===== config.mk =====
export PLATFORM = sky130hd
export DESIGN_NAME = cfg_scrubber
export DESIGN_NICKNAME = d
export VERILOG_FILES = /design/src/rtl/cfg_scrubber.sv
export SDC_FILE = /design/constraint.sdc
export NUM_CORES = 1
export LEC_CHECK = 0
export BUFFER_PORTS_ARGS = -buffer_cell sky130_fd_sc_hd__buf_2
export CAP_MARGIN = 20
export CORE_AREA = 3 3 76 78
export DETAILED_ROUTE_END_ITERATION = 16
export DIE_AREA = 0 0 79 81
export GPL_TIMING_DRIVEN = 0
export PLACE_DENSITY = 0.8
export SETUP_SLACK_MARGIN = 0.05
export SLEW_MARGIN = 40
export SYNTH_ARGS = -nofsm -noshare
export SYNTH_HDL_FRONTEND = slang
export SYNTH_SLANG_ARGS = --single-unit

===== constraint.sdc =====
create_clock -name clk -period 4.1 [get_ports clk]
set_clock_uncertainty 0.1 [all_clocks]
set_input_delay 0.615 -clock clk [delete_from_list [all_inputs] [get_ports clk]]
set_output_delay 0.615 -clock clk [all_outputs]
set_load 0.005 [all_outputs]

===== src/rtl/cfg_scrubber.sv =====
module cfg_scrubber #(
  parameter int NFRAMES = 4,
  parameter int WORDS   = 4,
  parameter int DW      = 8,
  parameter int IW      = 16,
  parameter int CW      = 8,
  parameter int RST_CYC = 4,
  parameter logic [NFRAMES-1:0] EXCL = 4'b0100
) (
  input  logic                  clk,
  input  logic                  rst_n,
  input  logic [IW-1:0]         scrub_interval,
  input  logic                  sefi,
  output logic [$clog2(NFRAMES)+$clog2(WORDS)-1:0] cfg_addr,
  output logic                  cfg_rd,
  output logic                  cfg_wr,
  output logic [DW-1:0]         cfg_wdata,
  input  logic [DW-1:0]         cfg_rdata,
  output logic                  dev_reset,
  output logic                  user_offline,
  output logic                  busy,
  output logic [CW-1:0]         err_count,
  output logic [$clog2(NFRAMES)-1:0] last_frame,
  output logic                  persist_fault
);
  localparam int FAW = $clog2(NFRAMES);
  localparam int WAW = $clog2(WORDS);
  localparam int AW  = FAW + WAW;
  localparam int RW  = $clog2(RST_CYC) + 1;

  typedef enum logic [2:0] {S_IDLE, S_READ, S_WRITE, S_VERIFY, S_RESET, S_FULL} st_t;

  st_t            st;
  logic [IW-1:0]  tmr;
  logic [FAW-1:0] frm;
  logic [WAW-1:0] wrd;
  logic           mm;
  logic [RW-1:0]  rcnt;

  function automatic logic [DW-1:0] golden(input logic [AW-1:0] a);
    logic [31:0] t;
    t = 32'(a) * 32'd37 + 32'd90;
    return t[DW-1:0];
  endfunction

  wire last_w = (wrd == WAW'(WORDS - 1));
  wire last_f = (frm == FAW'(NFRAMES - 1));
  wire skip   = EXCL[frm];
  wire hit    = (cfg_rdata != golden(cfg_addr));
  wire bad    = mm | hit;

  assign cfg_addr     = {frm, wrd};
  assign cfg_rd       = (st == S_READ && !skip) || st == S_VERIFY;
  assign cfg_wr       = (st == S_WRITE) || (st == S_FULL);
  assign cfg_wdata    = golden(cfg_addr);
  assign dev_reset    = (st == S_RESET);
  assign user_offline = (st == S_RESET) || (st == S_FULL);
  assign busy         = (st != S_IDLE);

  always_ff @(posedge clk) begin
    if (!rst_n) begin
      st <= S_IDLE;
      tmr <= '0;
      frm <= '0;
      wrd <= '0;
      mm <= 1'b0;
      rcnt <= '0;
      err_count <= '0;
      last_frame <= '0;
      persist_fault <= 1'b0;
    end else if (sefi && !user_offline) begin
      st <= S_RESET;
      rcnt <= '0;
      mm <= 1'b0;
    end else begin
      case (st)
        S_IDLE:
          if (tmr >= scrub_interval) begin
            tmr <= '0;
            frm <= '0;
            wrd <= '0;
            mm <= 1'b0;
            st <= S_READ;
          end else tmr <= tmr + 1'b1;
        S_READ, S_VERIFY: begin
          if ((st == S_READ && skip) || last_w) begin
            wrd <= '0;
            mm <= 1'b0;
            if (st == S_READ && !skip && bad) st <= S_WRITE;
            else begin
              if (st == S_VERIFY && bad) persist_fault <= 1'b1;
              if (last_f) st <= S_IDLE;
              else begin
                frm <= frm + 1'b1;
                st <= S_READ;
              end
            end
          end else begin
            wrd <= wrd + 1'b1;
            mm <= bad;
          end
        end
        S_WRITE: begin
          wrd <= wrd + 1'b1;
          if (last_w) begin
            st <= S_VERIFY;
            last_frame <= frm;
            if (err_count != {CW{1'b1}}) err_count <= err_count + 1'b1;
          end
        end
        S_RESET: begin
          rcnt <= rcnt + 1'b1;
          if (rcnt == RW'(RST_CYC - 1)) begin
            st <= S_FULL;
            frm <= '0;
            wrd <= '0;
          end
        end
        S_FULL: begin
          {frm, wrd} <= {frm, wrd} + 1'b1;
          if (last_f && last_w) begin
            st <= S_IDLE;
            tmr <= '0;
          end
        end
        default: st <= S_IDLE;
      endcase
    end
  end
endmodule


==> flow_summary.json <==
{
  "outcome": "complete, no violations",
  "hold_buffers": 0,
  "arrival_ns": 2.76,
  "crit_path_max_fanout": 8,
  "hold_viol_final": 0,
  "wl_mm": 5.642,
  "die_area_sq_mm": 0.006399,
  "setup_violations": 0,
  "peakVddDrop_mv": 0.2087,
  "dp_hpwl_mm": 4.396,
  "maxSlewViolCount": 0,
  "fin_crit_sh": 0.8485,
  "synthesis.area_sq_mm": 0.002734,
  "grt_pass1_vias": 2117,
  "p_leak_nw": 1.537,
  "yosysMostFrequentCell": "dfxtp_1",
  "grt_first_pass_wirelength_mm": 9.459,
  "numCtsBuffers": 5,
  "grtUsageTotal": 0.1787,
  "grt_start_max_net_pins": 13,
  "post_cts_resized": 0,
  "tightest_slew_ns": 0.5069,
  "ys_seq_elements": 38,
  "async_flop_share": 0,
  "netlist_instances": 317,
  "synth_commonest_cells": "dfxtp_1, ha_1, nand2_1, inv_1, nor2_1",
  "io_pins": 55,
  "cts_buffer_depth": 2,
  "dieHeight_um": 81,
  "maxCapViolations": 0,
  "syn-num-nets": 381,
  "rows": 26,
  "gr-total-overflow": 0,
  "synth_enable_flop_cells": 0,
  "start_util": 0.5319,
  "grt_antenna_before_repair": 0,
  "die_w_um": 79,
  "syn_avg_cell_area_sq_um": 8.624,
  "routedWlPerCell_um": 12.59,
  "rsz0062_at_grt": "no",
  "yosys_warnings": 0,
  "ant_nets": 0,
  "first_pass_iters": 4,
  "relSlewSlack": 0.6610,
  "synth_top_area_frac": 0.2783,
  "max_freq_ghz": 0.2875,
  "via_count": 2382,
  "coreArea_sq_mm": 0.005140,
  "viasPerCell": 5.317,
  "drc": 0,
  "worst_setup_path_end_kind": "output pin",
  "hold_class": "reg2reg",
  "postCtsSetupBuffers": 0,
  "first_iter_violations": 125,
  "worstSkewPairLatency_ns": 0.29,
  "clk_pin_slew_ns": 0.08,
  "synthTopCellsByArea": "dfxtp_1, ha_1, xnor2_1, xor2_1, nand2_1",
  "finalSetupTns_ns": 0,
  "cts_tree": "yes",
  "start_kind": "flip-flop",
  "worst_ep_required_time_ns": 3.38,
  "critPathKind": "reg2out",
  "cts_num_sinks": 38,
  "cts_root_buffer": "clkbuf_8",
  "synth_top_area_cell": "dfxtp_1",
  "powerDensity_mw_per_mm2": 243.4,
  "drive_gt1_frac": 0.1931,
  "io_buffer_count": 53,
  "nNetsFinal": 441,
  "num_antenna_cells": 0,
  "gp_congestion": 0.8818,
  "synth_ff_type": "dfxtp_1",
  "htreeDepth": 2,
  "synth.distinct_cells": 47,
  "yosysSeqAreaShare": 0.2783,
  "whs_ns": 0.3822,
  "area_delta_synth_final_pct": 16.38,
  "period_minus_slack_ns": 3.479
}
## worst paths after layout
check / start / endpoint / slack [ns] / cells past startpoint
worst max-delay path: frm[0] / cfg_wdata[7] / 0.62 / 8
worst min-delay path: persist_fault / persist_fault / 0.38 / 1
worst max register to register: frm[0] / frm[0] / 0.66 / 10
worst min register to register: persist_fault / persist_fault / 0.38 / 1
## state kept, by name, summed over array words and instances, names as in the netlist
name           flops
err_count          8
frm                2
last_frame         2
mm                 1
persist_fault      1
rcnt               3
st                 3
tmr               16
wrd                2
## cell type report
class / instances / area (sq um)
Timing Repair Buffer: 53 / 265.3
Tap cell: 70 / 87.58
Multi-Input combinational cell: 241 / 1814
Inverter: 27 / 101.3
Buffer: 11 / 57.56
Sequential cell: 38 / 760.7
Clock inverter: 2 / 12.51
Clock buffer: 6 / 82.58
Fill cell: 486 / 1958
## placed cells by master, fill, tap and decap left out, types with 8 or more instances in the layout
cell,count
buf_2,54
dfxtp_1,38
ha_1,35
nand2_1,31
inv_1,27
nor2_1,23
xnor2_1,18
xor2_1,17
nand4_1,14
a21oi_1,12
nand3_1,9
and3_1,8
## per-stage QoR
step	instance area (sq um)	util	power, mW	setup WS, ns	cells
3_3_place_gp	3087	0.6005	0.5092	0.6930	440
3_5_place_dp	3087	0.6005	0.5127	0.7046	440
4_1_cts	3182	0.6190	0.7785	0.6197	448
6_report	3182	0.6190	0.7744	0.6212	448
5_1_grt	3182	0.6190	0.8076	0.5193	448
2_1_floorplan	2734	-	0.4737	0.8918	317
## worst max-delay path: stages (launching register included)
cell     delay, ns
dfxtp_1       0.52
inv_1         0.15
ha_1          0.35
ha_1          0.35
fa_1          0.47
a21o_1        0.21
a21oi_4       0.18
xor2_1        0.14
buf_2         0.12
## where the power goes
| part | leakage [nW] | internal [mW] | total, mW | switching (mW) |
|---|---|---|---|---|
| Sequential | 0.307 | 0.376 | 0.383 | 0.00732 |
| Combinational | 1.18 | 0.0557 | 0.122 | 0.0664 |
| Clock | 0.0472 | 0.135 | 0.269 | 0.134 |
## layer usage
| layer | vias to the layer above | routed length, um | part of all wire | GRT usage |
|---|---|---|---|---|
| met5 | - | 0 | 0 | 0 |
| met4 | 0 | 21 | 0.0037 | 0.03952 |
| met3 | 4 | 366 | 0.065 | 0.03769 |
| met2 | 66 | 2600 | 0.46 | 0.2955 |
| met1 | 1087 | 2653 | 0.47 | 0.2408 |
| li1 | 1225 | - | - | - |
## cell families after synthesis
group / Yosys count / synth area share
xor gates and xnor gates: 36 / 0.1204
DFF: 38 / 0.2783
adders and majority gates: 37 / 0.1748
and+or+nand+nor: 117 / 0.2224
muxes: 5 / 0.01831
buffers and inverters: 38 / 0.05812
AOI/OAI and AO/OA: 46 / 0.1277
No activity file was read; power rests on OpenSTA's default activity.
